[config.mk]
export PLATFORM = sky130hd
export DESIGN_NAME = dcs_read_engine
export DESIGN_NICKNAME = d
export VERILOG_FILES = /design/src/rtl/dcs_rd_pkg.sv /design/src/rtl/dcs_rd_clkdiv.sv /design/src/rtl/dcs_rd_classify.sv /design/src/rtl/dcs_rd_pack.sv /design/src/rtl/dcs_read_engine.sv
export SDC_FILE = /design/constraint.sdc
export NUM_CORES = 1
export LEC_CHECK = 0
export CAP_MARGIN = 20
export CELL_PAD_IN_SITES_DETAIL_PLACEMENT = 1
export CELL_PAD_IN_SITES_GLOBAL_PLACEMENT = 1
export CORE_UTILIZATION = 50
export DETAILED_ROUTE_END_ITERATION = 10
export GPL_TIMING_DRIVEN = 0
export PLACE_DENSITY_LB_ADDON = 0.1
export SYNTH_ARGS = -nofsm -noshare
export SYNTH_HDL_FRONTEND = slang
export SYNTH_SLANG_ARGS = --single-unit
[constraint.sdc]
create_clock -name clk -period 6.9 [get_ports clk]
set_input_delay 1.725 -clock clk [delete_from_list [all_inputs] [get_ports clk]]
set_output_delay 1.725 -clock clk [all_outputs]
set_load 0.03 [all_outputs]
[src/rtl/dcs_rd_pkg.sv]
package dcs_rd_pkg;

  localparam logic [7:0] CMD_IDENT  = 8'h04;
  localparam logic [7:0] CMD_STATUS = 8'h09;
  localparam logic [7:0] CMD_POWER  = 8'h0A;

  typedef enum logic [1:0] {
    ST_IDLE = 2'd0,
    ST_CMD  = 2'd1,
    ST_RESP = 2'd2
  } dcs_rd_state_e;

  // Membership of the read list, grouped by range.
  function automatic logic dcs_is_read(input logic [7:0] c);
    logic hit;
    hit = 1'b0;
    if (c == 8'h04) hit = 1'b1;
    if (c >= 8'h06 && c <= 8'h0F) hit = 1'b1;
    case (c)
      8'h2E, 8'h3E, 8'h45, 8'h52, 8'h54, 8'h56, 8'h5F, 8'hA1, 8'hA8: hit = 1'b1;
      default: ;
    endcase
    return hit;
  endfunction

  // Commands whose reply is preceded by one dummy bit.
  function automatic logic dcs_has_dummy(input logic [7:0] c);
    return (c == CMD_IDENT) || (c == CMD_STATUS);
  endfunction

  // Half period of the read clock in system cycles.
  function automatic int unsigned sclk_half(input int unsigned sys_hz,
                                            input int unsigned max_hz,
                                            input int unsigned cap_hz);
    int unsigned tgt;
    int unsigned h;
    tgt = (max_hz / 2 < cap_hz) ? max_hz / 2 : cap_hz;
    if (tgt == 0) tgt = 1;
    h = (sys_hz + 2 * tgt - 1) / (2 * tgt);
    return (h == 0) ? 1 : h;
  endfunction

  // Power-mode decode: reserved bits 0, 1 and 7 are masked off.
  function automatic logic pwr_is_on(input logic [7:0] b);
    return (b & 8'h7C) == 8'h1C;
  endfunction

endpackage

[src/rtl/dcs_rd_clkdiv.sv]
module dcs_rd_clkdiv #(
  parameter int unsigned HALF = 4
) (
  input  logic clk,
  input  logic rst_n,
  input  logic en,
  output logic tick
);
  localparam int unsigned CW = (HALF < 2) ? 1 : $clog2(HALF);

  logic [CW-1:0] cnt;

  assign tick = en && (cnt == CW'(HALF - 1));

  always_ff @(posedge clk or negedge rst_n) begin
    if (!rst_n)      cnt <= '0;
    else if (!en)    cnt <= '0;
    else if (tick)   cnt <= '0;
    else             cnt <= cnt + 1'b1;
  end
endmodule

[src/rtl/dcs_rd_classify.sv]
module dcs_rd_classify
  import dcs_rd_pkg::*;
#(
  parameter int unsigned MAX_BYTES = 4,
  parameter int unsigned LEN_W     = 4
) (
  input  logic [7:0]       cmd,
  input  logic [LEN_W-1:0] len,
  output logic             ok,
  output logic             dummy
);
  logic is_rd;
  logic len_fits;
  logic dummy_len_ok;

  assign is_rd        = dcs_is_read(cmd);
  assign dummy        = dcs_has_dummy(cmd);
  assign len_fits     = (len != '0) && (len <= LEN_W'(MAX_BYTES));
  assign dummy_len_ok = (len == LEN_W'(3)) || (len == LEN_W'(4));
  assign ok           = is_rd && len_fits && (!dummy || dummy_len_ok);
endmodule

[src/rtl/dcs_rd_pack.sv]
module dcs_rd_pack #(
  parameter int unsigned MAX_BYTES = 4,
  parameter int unsigned LEN_W     = 4,
  parameter int unsigned SR_W      = (MAX_BYTES + 1) * 8
) (
  input  logic [SR_W-1:0]        sr,
  input  logic [LEN_W-1:0]       len,
  input  logic                   dummy,
  output logic [MAX_BYTES*8-1:0] data
);
  // Raw byte k sits at sr[(nraw-1-k)*8 +: 8]; with a dummy bit the output
  // byte takes the lower seven bits plus the MSB of the following raw byte.
  function automatic logic [MAX_BYTES*8-1:0] realign(input logic [SR_W-1:0] s,
                                                     input int n,
                                                     input logic d);
    logic [MAX_BYTES*8-1:0] r;
    logic [7:0] hi;
    int nraw;
    int at;
    r    = '0;
    nraw = n + (d ? 1 : 0);
    for (int i = 0; i < int'(MAX_BYTES); i++) begin
      if (i < n) begin
        at = (nraw - 1 - i) * 8;
        hi = s[at +: 8];
        if (d) r[i*8 +: 8] = {hi[6:0], s[at-1]};
        else   r[i*8 +: 8] = hi;
      end
    end
    return r;
  endfunction

  assign data = realign(sr, int'(len), dummy);
endmodule

[src/rtl/dcs_read_engine.sv]
module dcs_read_engine
  import dcs_rd_pkg::*;
#(
  parameter int unsigned SYS_CLK_HZ  = 100_000_000,
  parameter int unsigned MAX_SCLK_HZ = 10_000_000,
  parameter int unsigned READ_CAP_HZ = 2_000_000,
  parameter int unsigned MAX_BYTES   = 4,
  parameter int unsigned LEN_W       = $clog2(MAX_BYTES + 1) + 1
) (
  input  logic                   clk,
  input  logic                   rst_n,
  input  logic                   req_valid,
  input  logic [7:0]             req_cmd,
  input  logic [LEN_W-1:0]       req_len,
  output logic                   busy,
  output logic                   done,
  output logic                   err,
  output logic [MAX_BYTES*8-1:0] rd_data,
  output logic                   display_on,
  output logic                   sclk,
  output logic                   csx,
  output logic                   dcx,
  output logic                   mosi,
  input  logic                   miso
);
  localparam int unsigned HALF  = sclk_half(SYS_CLK_HZ, MAX_SCLK_HZ, READ_CAP_HZ);
  localparam int unsigned SR_W  = (MAX_BYTES + 1) * 8;
  localparam int unsigned CNT_W = $clog2(SR_W + 1);

  dcs_rd_state_e          state;
  logic                   sclk_q, csx_q, dcx_q, mosi_q;
  logic [6:0]             tx_sh;
  logic [CNT_W-1:0]       bit_cnt, bits_total;
  logic [SR_W-1:0]        sr;
  logic [LEN_W-1:0]       len_q;
  logic                   dummy_q;
  logic [7:0]             cmd_q;
  logic [MAX_BYTES*8-1:0] rd_data_q;
  logic                   on_q, done_q, err_q;

  logic                   tick;
  logic                   cls_ok, cls_dummy;
  logic [MAX_BYTES*8-1:0] pack_data;
  logic                   running;

  assign running = (state != ST_IDLE);

  dcs_rd_clkdiv #(.HALF(HALF)) u_div (
    .clk   (clk),
    .rst_n (rst_n),
    .en    (running),
    .tick  (tick)
  );

  dcs_rd_classify #(.MAX_BYTES(MAX_BYTES), .LEN_W(LEN_W)) u_cls (
    .cmd   (req_cmd),
    .len   (req_len),
    .ok    (cls_ok),
    .dummy (cls_dummy)
  );

  dcs_rd_pack #(.MAX_BYTES(MAX_BYTES), .LEN_W(LEN_W), .SR_W(SR_W)) u_pack (
    .sr    (sr),
    .len   (len_q),
    .dummy (dummy_q),
    .data  (pack_data)
  );

  always_ff @(posedge clk or negedge rst_n) begin
    if (!rst_n) begin
      state      <= ST_IDLE;
      sclk_q     <= 1'b0;
      csx_q      <= 1'b1;
      dcx_q      <= 1'b1;
      mosi_q     <= 1'b0;
      tx_sh      <= '0;
      bit_cnt    <= '0;
      bits_total <= '0;
      sr         <= '0;
      len_q      <= '0;
      dummy_q    <= 1'b0;
      cmd_q      <= '0;
      rd_data_q  <= '0;
      on_q       <= 1'b0;
      done_q     <= 1'b0;
      err_q      <= 1'b0;
    end else begin
      done_q <= 1'b0;
      err_q  <= 1'b0;
      case (state)
        ST_IDLE: begin
          if (req_valid) begin
            if (cls_ok) begin
              state      <= ST_CMD;
              csx_q      <= 1'b0;
              dcx_q      <= 1'b0;
              mosi_q     <= req_cmd[7];
              tx_sh      <= req_cmd[6:0];
              bit_cnt    <= '0;
              cmd_q      <= req_cmd;
              len_q      <= req_len;
              dummy_q    <= cls_dummy;
              bits_total <= CNT_W'((int'(req_len) + (cls_dummy ? 1 : 0)) * 8);
              sr         <= '0;
            end else begin
              err_q <= 1'b1;
            end
          end
        end
        ST_CMD: begin
          if (tick) begin
            if (!sclk_q) begin
              sclk_q  <= 1'b1;
              bit_cnt <= bit_cnt + 1'b1;
            end else begin
              sclk_q <= 1'b0;
              if (bit_cnt == CNT_W'(8)) begin
                state   <= ST_RESP;
                bit_cnt <= '0;
                mosi_q  <= 1'b0;
              end else begin
                mosi_q <= tx_sh[6];
                tx_sh  <= {tx_sh[5:0], 1'b0};
              end
            end
          end
        end
        ST_RESP: begin
          if (tick) begin
            if (!sclk_q) begin
              sclk_q  <= 1'b1;
              sr      <= {sr[SR_W-2:0], miso};
              bit_cnt <= bit_cnt + 1'b1;
            end else begin
              sclk_q <= 1'b0;
              if (bit_cnt == bits_total) begin
                state     <= ST_IDLE;
                csx_q     <= 1'b1;
                dcx_q     <= 1'b1;
                done_q    <= 1'b1;
                rd_data_q <= pack_data;
                if (cmd_q == CMD_POWER) on_q <= pwr_is_on(pack_data[7:0]);
              end
            end
          end
        end
        default: state <= ST_IDLE;
      endcase
    end
  end

  assign busy       = running;
  assign done       = done_q;
  assign err        = err_q;
  assign rd_data    = rd_data_q;
  assign display_on = on_q;
  assign sclk       = sclk_q;
  assign csx        = csx_q;
  assign dcx        = dcx_q;
  assign mosi       = mosi_q;
endmodule

* After elaboration in Yosys (flattened, before gate mapping)
Index checks and enable logic that the tools add are counted.
** Storage, ports and cells
- Register bits after elaboration :: 114
- Input bits :: 16
- Output and inout bits :: 40
- Word-level logic and storage cells :: 176
** Cells by class
- Add/subtract/negate cells :: 12
- Order comparisons :: 11
- Equal/unequal tests :: 31
- Shifts and indexed selects :: 4
- Muxes and demuxes :: 75
- Reductions and logical operators :: 27
** Operator list (number)
- 40-bit two-way mux :: 4
- 40-bit by 32-bit indexed part select with 8-bit output :: 4
- 32-bit by 8-bit < comparator with 1-bit output (second input constant) :: 4
- 32-bit by 2-bit subtractor with 32-bit output (second input constant) :: 4
- 40-bit case mux with 2 select lines :: 1
- 8-bit two-way mux :: 8
- 29-bit by 2-bit subtractor with 29-bit output (second input constant) :: 2
- 29-bit by 3-bit subtractor with 29-bit output (second input constant) :: 2
- 6-bit two-way mux :: 7
- 8-bit by 7-bit equality test with 1-bit output (second input constant) :: 5
- 7-bit two-way mux :: 5
- 1-bit two-way mux :: 31
- 5-bit by 29-bit adder with 29-bit output :: 1
- 1-bit binary-select mux with 6-bit select :: 4
- 2-bit inequality test (second input constant) :: 10
- 6-bit case mux with 3 select lines :: 1
- 8-bit by 4-bit equality test with 1-bit output (second input constant) :: 2
- 8-bit by 6-bit equality test with 1-bit output (second input constant) :: 2
- 8-bit equality test (second input constant) :: 2
- 2-bit two-way mux :: 8
- 5-bit AND reduction :: 3
- 7-bit case mux with 2 select lines :: 1
- 6-bit AND reduction :: 2
- 5-bit two-way mux :: 2
- 34 further kinds :: 45

* Depth between registers and ports, before layout
Gate-level depths: netlist of run 1.
- Depth in word-level cells :: 10
- Mapped depth :: 16
- Mapped depth without buffers :: 11

* Hierarchy
A second synthesis of run 1 with hierarchy kept.
** Second synthesis, totals
- Cell total of the unflattened synthesis :: 658
- Area total of the unflattened synthesis :: 7224.4 µm²
** By module, submodules not included
- dcs_read_engine :: times used 1, cells an instance 322, area each 4509.3 µm², sequential area each 2728.9 µm²
- dcs_rd_pack :: times used 1, cells an instance 281, area each 2203.4 µm², sequential area each 0.0 µm²
- dcs_rd_clkdiv :: times used 1, cells an instance 23, area each 285.3 µm², sequential area each 125.1 µm²
- dcs_rd_classify :: times used 1, cells an instance 32, area each 226.5 µm², sequential area each 0.0 µm²

* Worst setup path before layout of run 1
OpenSTA, ideal clock, no wires.
- Path kind :: reg2reg
- Start :: reg dummy_q
- End :: reg rd_data_q[22] (netlist: rd_data[22])
- Setup time :: 0.121 ns
- Arrival time :: 3.818 ns
- Required time :: 6.779 ns
- Slack :: 2.961 ns
- Stages on the path, launching flop included :: 16
- Buffers on the path :: 6
- Period minus slack after synthesis :: 3.939 ns
- Cell sequence :: dfrtp_1 -> clkbuf_1 -> inv_1 -> clkbuf_1 -> ha_1 -> ha_1 -> clkbuf_1 -> inv_1 -> clkbuf_1 -> ha_1 -> clkbuf_1 -> clkbuf_1 -> o22ai_1 -> a22oi_1 -> mux2i_1 -> a22o_1
** On the way
- Word-level cells in the longest chain between the ends :: 7
** RTL lines
- start, declared :: RTL line dcs_read_engine.sv:36 : logic dummy_q;
- start signal, assigned :: RTL line dcs_read_engine.sv:102 : dummy_q <= cls_dummy;
- 1-bit two-way mux :: RTL line dcs_rd_pack.sv:21 : nraw = n + (d ? 1 : 0);
- 5-bit by 29-bit adder with 29-bit output :: RTL line dcs_rd_pack.sv:21
- 29-bit by 2-bit subtractor with 29-bit output :: RTL line dcs_rd_pack.sv:24 : at = (nraw - 1 - i) * 8;
- 29-bit by 3-bit subtractor with 29-bit output :: RTL line dcs_rd_pack.sv:24
- 40-bit by 32-bit indexed part select with 8-bit output :: RTL line dcs_rd_pack.sv:25 : hi = s[at +: 8];
- 8-bit two-way mux (*) :: RTL line dcs_rd_pack.sv:26 : if (d) r[i*8 +: 8] = {hi[6:0], s[at-1]};
- 8-bit two-way mux (*) :: RTL line dcs_rd_pack.sv:23 : if (i < n) begin
- end signal, assigned :: RTL line dcs_read_engine.sv:141 : rd_data_q <= pack_data;
- end, declared :: RTL line dcs_read_engine.sv:38 : logic [MAX_BYTES*8-1:0] rd_data_q;
Mark *: on every way between the ends. The rest lies on a longest branch, timed or not.
A chain may end at the register's enable or synchronous reset.

* Worst setup path in the final report of run 1
Ends and elaborated chain as after synthesis.

==> impl_metrics.tcl, run 1 <==
set metrics [dict create \
    h-tree-depth 4 \
    peakVddDrop_mv 0.294 \
    status "finished, final reports clean" \
    core_mm2 0.0145 \
    start_util_pct 51.2 \
    required_ps 7210 \
    postCtsHoldBufs 0 \
    met3_usage_pct 5.54 \
    drt_iter0_markers 455 \
    drtPass1Iterations 5 \
    dpl.cell_count 1038 \
    cp.depth 15 \
    drv_slew 0 \
    tightest_slew_ps 820 \
    dieArea_mm2 0.0153 \
    avgSynthCellArea_um2 9.28 \
    gp_congestion 0.941 \
    vias 6629 \
    grt_pass1_vias 6884 \
    clock-sinks 114 \
    cts_buffer_depth 2 \
    critPathTopFamily "buffers and inverters" \
    r2r_start "dummy_q$_DFFE_PN0P_" \
    post-route-util_pct 60.8 \
    hold-worst-slack_ps 486 \
    synth_edf_count 0 \
    area.growth.synth_to_final_pct 18.8 \
    fp.dieH_um 124 \
    crit_slowest_cell "ha_1" \
    ys_async_sr_fraction_pct 100 \
    hold_viol 0 \
    register_area_mm2 0.00285 \
    overflow 0 \
    fin_crit_sh_pct 78.4 \
    relSlewSlack_pct 45.0 \
    crit_buf_inv 8 \
    antenna_left 0 \
    cpMostUsedCell "clkbuf_1" \
    crit_path_end "rd_data[22]$_DFFE_PN0P_" \
    clock_latency_ps 430 \
    hold_class "register to register" \
    finalWirelength_um 23600 \
    cp_max_fo 13 \
    grt-busiest-layer "met2" \
    synth-seq-area-share_pct 38.5 \
    multi_input_area_mm2 0.00420 \
    final_cells 1070 \
    cts_buffers 17 \
    tns_ps 0 \
    detail_route.wl_per_cell_um 22.0 \
    drc 0 \
    dieWidth_um 124 \
    grtUsageMet2_pct 54.2 \
    layout_setup_ws_ps 1490 \
    finalSetupViolations 0 \
    viasPerCell 6.20 \
    clk_pin_slew_ps 60 \
    nNetsFinal 909 \
    worstPathCellList "clkbuf_1 > inv_1 > clkbuf_1 > ha_1 > ha_1 > clkbuf_1 > inv_1 > clkbuf_1 > ha_1 > clkbuf_1 > clkbuf_1 > nor2_1 > a22oi_1 > mux2i_1 > a22o_1" \
    ys_types 78 \
    powerDensity_mw_per_mm2 542 \
    power.total_mw 4.77 \
    synthFlopType "dfrtp_1" \
    num_rows 44 \
    grt_max_degree 59 \
    maxCapViolations 0 \
    critPathMaxStageDelay_ps 530 \
    fmax_mhz 185 \
    postLayoutCellArea_mm2 0.00881 \
    grtUsageTotal_pct 33.5 \
    fin_crit_ps 5410 \
    cts.repair.resized 0 \
    synth_area_mm2 0.00742 \
    fillers 1615 \
    rsz0062_at_grt "false" \
    drive_gt1_share_pct 13.8 \
    skew_ps 10.1 \
    cts_setup_buffers 0 \
    antenna_found_initial 0 \
    met1_usage_pct 45.2 \
    dp_hpwl_um 17300 \
    worstSetupPathType "register to register" \
    critPathLaunchType "register" \
    cp-startpoint "dummy_q$_DFFE_PN0P_" \
    p_leak_nw 3.63 \
    synthCells 799 \
    antenna-diode-count 0 \
    cts_tree "done" \
    clock-root-buffer "clkbuf_16" \
    io_pins 56 \
    endpoint_kind "register" \
    final_common_cell "nand2_1" \
    port_buffers 54 \
    final_cell_mix "142 x nand2_1, 113 x dfrtp_1, 76 x o21ai_0, 53 x clkdlybuf4s50_1, 43 x nor2_1" \
    r2r-end "rd_data[22]$_DFFE_PN0P_" \
    synth-seq-cells 114 \
    grt_pass1_wl_um 38400 \
    ff2ff_path_depth 15 \
    rrSetupSlack_ps 1490 \
    cp.arrival_ps 5720 \
    synthesis.nets 835 \
    pre_cts_ws_ps 1620 \
    place_area_mm2 0.00821 \
    ys_warn_count 0 \
]
-- synth_stat cells (all sizes together) (5+ instances only) --
cell type	count	area [um^2]
a22o	8	70.1
o22ai	10	62.6
nand4	5	31.3
buf	19	120
a22oi	5	37.5
a211oi	9	85.1
nor3	15	86.3
dfrtp	113	2830
inv	24	90.1
nand3	12	60.1
nand2	142	533
a21oi	20	100
nor2	44	168
o21ai	77	385
o31ai	14	110
ha	20	250
nor3b	5	37.5
a31oi	16	100
mux4	19	428
nand2b	5	31.3
mux2i	31	310
clkbuf	39	148
and2	9	56.3
and3	6	37.5
mux2	35	394
xnor2	9	86.3
nor2b	21	131
-- worst min-delay path by stage --
stage	start	endpoint	slack, ps	depth (start not counted)
after floorplan	cmd_q[1]$_DFFE_PN0P_	cmd_q[1]$_DFFE_PN0P_	440	2
after global placement	cmd_q[1]$_DFFE_PN0P_	cmd_q[1]$_DFFE_PN0P_	460	2
after detailed placement	rd_data[13]$_DFFE_PN0P_	rd_data[13]$_DFFE_PN0P_	470	2
after CTS	dcx$_DFFE_PN1P_	dcx$_DFFE_PN1P_	480	2
after global routing	dcx$_DFFE_PN1P_	dcx$_DFFE_PN1P_	510	2
final	dcx$_DFFE_PN1P_	dcx$_DFFE_PN1P_	490	2
-- cell families (layout without fill, tap and decap cells) --
family / Yosys count / after routing / share of synthesized area [%]
mux: 85 / 85 / 15.3
flops: 114 / 114 / 38.5
buf+inv: 83 / 170 / 4.88
xor+xnor: 13 / 13 / 1.82
simple gates: 282 / 282 / 18.1
compound gates: 202 / 202 / 18.1
fa+ha+maj: 20 / 20 / 3.37
-- power breakdown --
part / switching (mW) / internal [mW] / leakage (nW)
clock: 0.318 / 0.583 / 0.286
sequential: 0.261 / 0.855 / 1.48
combinational: 1.64 / 1.12 / 1.86
total: 2.22 / 2.56 / 3.63
-- state kept, by name, summed over array words and instances (netlist names), 2 cells and up --
name / count
rd_data: 32
bit_cnt: 6
u_div.cnt: 5
tx_sh: 7
state: 2
cmd_q: 8
bits_total: 3
sr: 40
len_q: 4
-- layer usage --
layer  up-vias  routed length [um]
met3        41                1150
li1       3039                   -
met4         0                 531
met5         -                   0
met2       179               11400
met1      3370               10500
-- area by class of cell --
| class | count | area share (%) |
|---|---|---|
| Clock inverter | 10 | 1.51 |
| Tap cell | 184 | 2.61 |
| Inverter | 25 | 1.07 |
| Clock buffer | 22 | 5.27 |
| Multi-Input combinational cell | 602 | 47.7 |
| Buffer | 58 | 3.04 |
| Sequential cell | 114 | 32.4 |
| Timing Repair Buffer | 55 | 6.42 |
-- worst min-delay path, stage by stage, from the launching register on --
cell,delay (ps)
dfstp_2,380
inv_1,50
a21oi_1,50
(Power assumes the default switching activity.)
==> inputs of run 2 (changes only) <==
--- a/config.mk
+++ b/config.mk
@@ -8,7 +8,7 @@
 export CAP_MARGIN = 20
 export CELL_PAD_IN_SITES_DETAIL_PLACEMENT = 1
 export CELL_PAD_IN_SITES_GLOBAL_PLACEMENT = 1
-export CORE_UTILIZATION = 50
+export CORE_UTILIZATION = 42
 export DETAILED_ROUTE_END_ITERATION = 10
 export GPL_TIMING_DRIVEN = 0
 export PLACE_DENSITY_LB_ADDON = 0.1
==> constraint.sdc (replaced) <==
create_clock -name clk -period 4.8 [get_ports clk]
set_input_delay 1.2 -clock clk [delete_from_list [all_inputs] [get_ports clk]]
set_output_delay 1.2 -clock clk [all_outputs]
set_load 0.03 [all_outputs]
==> impl_metrics.tcl, run 2 (same netlist as run 1, synthesis figures left out) <==
set metrics [dict create \
    final_common_cell "nand2_1" \
    skew_ps 8.78 \
    clock_latency_ps 430 \
    rrSetupSlack_ps 220 \
    num_rows 48 \
    r2r-end "rd_data[0]$_DFFE_PN0P_" \
    overflow 0 \
    antenna_left 0 \
    vias 6644 \
    dieWidth_um 135 \
    status "finished, final reports clean" \
    cp_max_fo 11 \
    nNetsFinal 905 \
    cts_tree "done" \
    hold_class "register to register" \
    critPathLaunchType "register" \
    rsz0062_at_grt "false" \
    start_util_pct 42.9 \
    fmax_mhz 218 \
    relSlewSlack_pct 45.2 \
    clock-sinks 114 \
    cp-startpoint "dummy_q$_DFFE_PN0P_" \
    required_ps 5090 \
    worstSetupPathType "register to register" \
    dpl.cell_count 1079 \
    largest_reg_flops 40 \
    area.growth.synth_to_final_pct 19.9 \
    regMostFlops "sr" \
    peakVddDrop_mv 0.373 \
    tightest_slew_ps 817 \
    drv_slew 0 \
    r2r_start "dummy_q$_DFFE_PN0P_" \
    dieArea_mm2 0.0182 \
    maxCapViolations 0 \
    io_pins 56 \
    cts_setup_buffers 0 \
    cts_buffer_depth 2 \
    powerDensity_mw_per_mm2 787 \
    clock-root-buffer "clkbuf_16" \
    final_cells 1107 \
    grtUsageTotal_pct 27.9 \
    gp_congestion 0.903 \
    antenna-diode-count 0 \
    detail_route.wl_per_cell_um 21.6 \
    layout_setup_ws_ps 216 \
    p_leak_nw 3.64 \
    cts_buffers 17 \
    fillers 2004 \
    pre_cts_ws_ps -458 \
    grt_pass1_wl_um 38800 \
    ff2ff_path_depth 14 \
    fp.dieH_um 135 \
    endpoint_kind "register" \
    grt_max_degree 62 \
    fin_crit_ps 4580 \
    drc 0 \
    antenna_found_initial 1 \
    dp_hpwl_um 17800 \
    core_mm2 0.0173 \
    drive_gt1_share_pct 14.2 \
    finalSetupViolations 0 \
    grt_pass1_vias 6890 \
    drtPass1Iterations 5 \
    hold_viol 0 \
    crit_path_end "rd_data[0]$_DFFE_PN0P_" \
    port_buffers 54 \
    drt_iter0_markers 398 \
    viasPerCell 6.00 \
    fin_crit_sh_pct 95.5 \
    cp.arrival_ps 4870 \
    final_cell_mix "142 x nand2_1, 113 x dfrtp_1, 76 x o21ai_0, 53 x clkdlybuf4s50_1, 43 x nor2_1" \
    h-tree-depth 4 \
    tns_ps 0 \
    finalWirelength_um 23900 \
    clk_pin_slew_ps 50 \
]
run 2: cell count changes in the layout (fill, tap and decap cells not counted):
cell	delta
buf_4	-1
buf_6	+1
bufinv_16	+1
clkbuf_1	-5
clkbuf_2	+1
clkbuf_8	+1
clkinv_2	-2
ha_1	-2
ha_2	+2
run 2: stage by stage:
stage	util, %	hold slack [ps]	power [mW]	instance area [um^2]
floorplan	-	441	4.30	7420
global placement	47.6	463	5.36	8240
detailed placement	47.8	473	5.51	8270
CTS	51.4	485	6.95	8900
global route	51.4	506	7.43	8890
finish	51.4	480	6.99	8890
run 2: repair_timing:
item | CTS | global route
endpoints found under the setup margin | 16 | 25
gates resized for setup | 3 | 0
hold buffers | 0 | 0
run 2: routing by layer:
layer  wire length (um)  vias up  global-route usage (%)  share of wire, %
li1                   -     3027                       -                 -
met3                979       39                    3.75               4.1
met1              11200     3404                    38.8                47
met5                  9        -                       0             0.038
met2              11300      172                    44.7                47
met4                463        2                    9.74               1.9
run 2: final cells by class:
class | count | area [um^2] | area share, %
Timing Repair Buffer | 55 | 569 | 6.40
Buffer | 54 | 254 | 2.86
Multi-Input combinational cell | 602 | 4210 | 47.3
Tap cell | 225 | 282 | 3.17
Sequential cell | 114 | 2850 | 32.1
Inverter | 25 | 93.8 | 1.06
Clock buffer | 23 | 478 | 5.38
Clock inverter | 9 | 153 | 1.72
run 2: how the worst min path moves through the flow:
stage / slack, ps / cells after the start / to / start
2_1_floorplan: 440 / 2 / cmd_q[1]$_DFFE_PN0P_ / cmd_q[1]$_DFFE_PN0P_
3_3_place_gp: 460 / 2 / rd_data[14]$_DFFE_PN0P_ / rd_data[14]$_DFFE_PN0P_
3_5_place_dp: 470 / 2 / cmd_q[1]$_DFFE_PN0P_ / cmd_q[1]$_DFFE_PN0P_
4_1_cts: 490 / 2 / dcx$_DFFE_PN1P_ / dcx$_DFFE_PN1P_
5_1_grt: 510 / 2 / dcx$_DFFE_PN1P_ / dcx$_DFFE_PN1P_
6_report: 480 / 2 / rd_data[24]$_DFFE_PN0P_ / rd_data[24]$_DFFE_PN0P_
run 2: where the power goes:
group | switching [mW] | internal (mW)
combinational | 2.38 | 1.63
sequential | 0.383 | 1.23
clock | 0.467 | 0.907
total | 3.23 | 3.77
run 2: critical path, stage by stage (launching register included):
cell	delay, ps
dfrtp_1	620
inv_1	180
clkbuf_1	280
ha_1	450
buf_4	240
buf_4	240
inv_1	70
clkbuf_1	270
ha_1	370
buf_1	470
mux4_2	610
mux2i_1	310
a21oi_1	130
o21ai_0	100
o21ai_0	90
==> inputs of run 3 (changes only) <==
--- a/config.mk
+++ b/config.mk
@@ -8,10 +8,12 @@
 export CAP_MARGIN = 20
 export CELL_PAD_IN_SITES_DETAIL_PLACEMENT = 1
 export CELL_PAD_IN_SITES_GLOBAL_PLACEMENT = 1
-export CORE_UTILIZATION = 42
+export CORE_UTILIZATION = 43
+export CTS_CLUSTER_SIZE = 12
 export DETAILED_ROUTE_END_ITERATION = 10
 export GPL_TIMING_DRIVEN = 0
-export PLACE_DENSITY_LB_ADDON = 0.1
+export PLACE_DENSITY = 0.81
 export SYNTH_ARGS = -nofsm -noshare
 export SYNTH_HDL_FRONTEND = slang
+export SYNTH_HIERARCHICAL = 1
 export SYNTH_SLANG_ARGS = --single-unit
==> impl_metrics.tcl, run 3 <==
set metrics [dict create \
    grt_max_degree 76 \
    drive_gt1_share_pct 20.9 \
    ys_types 83 \
    viasPerCell 6.23 \
    clock-sinks 114 \
    postLayoutCellArea_mm2 0.00867 \
    synth_top_area_share_pct 39.1 \
    fmax_mhz 220 \
    place_area_mm2 0.00808 \
    relSlewSlack_pct 27.5 \
    vias 6023 \
    worstSetupPathType "register to register" \
    clock_power_share_pct 34.8 \
    multi_input_area_mm2 0.00407 \
    avgSynthCellArea_um2 11.0 \
    ys_warn_count 7 \
    p_leak_nw 3.64 \
    dp_hpwl_um 16300 \
    peakVddDrop_mv 0.316 \
    cts_tree "done" \
    endpoint_kind "register" \
    synth_area_mm2 0.00722 \
    tns_ps 0 \
    grt_pass1_wl_um 35900 \
    dieWidth_um 132 \
    ff2ff_path_depth 15 \
    cp_max_fo 12 \
    status "finished, final reports clean" \
    pwr-share-seq_pct 30.0 \
    fin_crit_ps 4540 \
    fin_crit_sh_pct 94.6 \
    cts_buffer_depth 2 \
    final_common_cell "dfrtp_1" \
    synth.most_common_cell "dfrtp_1" \
    ys_async_sr_fraction_pct 100 \
    layout_setup_ws_ps 261 \
    nNetsFinal 768 \
    io_pins 56 \
    cts_buffers 17 \
    hold_viol 0 \
    antenna_left 0 \
    gp_congestion 0.922 \
    finalWirelength_um 22200 \
    cts.repair.resized 0 \
    postCtsHoldBufs 0 \
    netSwitchingFraction_pct 38.0 \
    detail_route.wl_per_cell_um 23.0 \
    drv_slew 0 \
    r2r-end "rd_data[20]$_DFFE_PN0P_" \
    p_switching_mw 1.40 \
    r2r_start "dummy_q$_DFFE_PN0P_" \
    rrSetupSlack_ps 260 \
    antenna-diode-count 0 \
    drc 0 \
    final_cells 966 \
    drtPass1Iterations 5 \
    synth_edf_count 0 \
    cp.arrival_ps 4850 \
    pre_cts_ws_ps 307 \
    h-tree-depth 4 \
    tightest_slew_ps 1080 \
    synthFlopType "dfrtp_1" \
    combPwrFrac_pct 35.2 \
    hold-worst-slack_ps 503 \
    num_rows 47 \
    clock-root-buffer "clkbuf_16" \
    regMostFlops "sr" \
    synthTopCellsByArea "dfrtp_1 39%, mux2_2 11%, a22o_1 4.8%" \
    internal_power_mw 2.28 \
    ys_top_cells_by_count "113 x dfrtp_1, 70 x mux2_2, 40 x a22o_1, 40 x nand2_1, 28 x mux2i_1" \
    antenna_found_initial 0 \
    core_mm2 0.0165 \
    overflow 0 \
    cts_setup_buffers 0 \
    post-route-util_pct 52.6 \
    fp.dieH_um 132 \
    clk_pin_slew_ps 60 \
    port_buffers 55 \
    register_area_mm2 0.00285 \
    crit_path_end "rd_data[20]$_DFFE_PN0P_" \
    grt_pass1_vias 6385 \
    clock_latency_ps 420 \
    area.growth.synth_to_final_pct 20.0 \
    finalSetupViolations 0 \
    rsz0062_at_grt "false" \
    fillers 1797 \
    drt_iter0_markers 380 \
    power.total_mw 3.68 \
    dieArea_mm2 0.0173 \
    hold_class "register to register" \
    synth-seq-area-share_pct 39.5 \
    maxCapViolations 0 \
    powerDensity_mw_per_mm2 424 \
    skew_ps 11.3 \
    final_cell_mix "113 x dfrtp_1, 70 x mux2_2, 54 x clkdlybuf4s50_1, 40 x nand2_1, 40 x a22o_1" \
    largest_reg_flops 40 \
    synthesis.nets 693 \
    cp-startpoint "dummy_q$_DFFE_PN0P_" \
    dpl.cell_count 934 \
    synthCells 658 \
    critPathLaunchType "register" \
    yosysTopAreaCell "dfrtp_1" \
    grtUsageTotal_pct 26.8 \
    synth-seq-cells 114 \
    required_ps 5110 \
    start_util_pct 43.9 \
]
## run 3: cell count changes after synthesis, moves of 7 or more
cell / change
mux2_2: +35
clkbuf_1: -11
nor2b_1: -8
a31oi_1: -7
o31ai_1: -12
a211oi_1: +16
nand2_1: -102
nor2_1: -22
a32o_1: +8
nor3_1: -9
a22o_1: +32
o21ai_0: -60
## run 3: power by group through the flow
stage / combinational, mW / sequential, mW / clock, mW
6_report: 1.29 / 1.10 / 1.28
5_1_grt: 1.39 / 1.11 / 1.33
4_1_cts: 1.28 / 1.10 / 1.29
3_5_place_dp: 1.26 / 1.12 / 0
3_3_place_gp: 1.21 / 1.11 / 0
2_1_floorplan: 0.923 / 1.10 / 0
## run 3: worst min path at each step
stage	startpoint	to	slack, ps	cells past startpoint
after floorplan	u_div/cnt[0]$_DFF_PN0_	u_div/cnt[0]$_DFF_PN0_	470	1
after global placement	cmd_q[1]$_DFFE_PN0P_	cmd_q[1]$_DFFE_PN0P_	480	1
after detailed placement	tx_sh[5]$_DFFE_PN0P_	tx_sh[5]$_DFFE_PN0P_	490	1
after CTS	tx_sh[5]$_DFFE_PN0P_	tx_sh[5]$_DFFE_PN0P_	510	1
after global routing	rd_data[12]$_DFFE_PN0P_	rd_data[12]$_DFFE_PN0P_	520	1
final	rd_data[12]$_DFFE_PN0P_	rd_data[12]$_DFFE_PN0P_	500	1
## run 3: final cells by class
type	instances	area share [%]
clock buffers	18	5.07
flip-flops and latches	114	32.9
plain buffers	43	2.40
inverters	25	1.08
clock inverters	14	1.78
multi-input cells	476	46.9
well taps	220	3.18
repair buffers	56	6.64
## run 3: cell families after synthesis
family | synth area share, %
xor+xnor | 2.27
flops | 39.5
compound gates | 19.0
buf+inv | 4.17
simple gates | 12.3
mux | 19.5
fa+ha+maj | 3.29
## run 3: critical path: stages, from the launching register on
cell and delay, ps:
dfrtp_1 420, inv_1 160, clkbuf_1 420, ha_1 360, ha_1 180, buf_2 210, xnor2_1 240, buf_2 340
ha_1 330, clkbuf_1 430, mux2_2 390, a22oi_1 150, o22a_1 260, mux2i_1 90, nor2b_1 160, mux2_2 260
## run 3: metal layers
layer	part of all wire, %	global-route usage [%]
met1	41	32.4
met5	0	0
met2	51	47.4
met4	3.1	11.4
met3	4.1	4.09
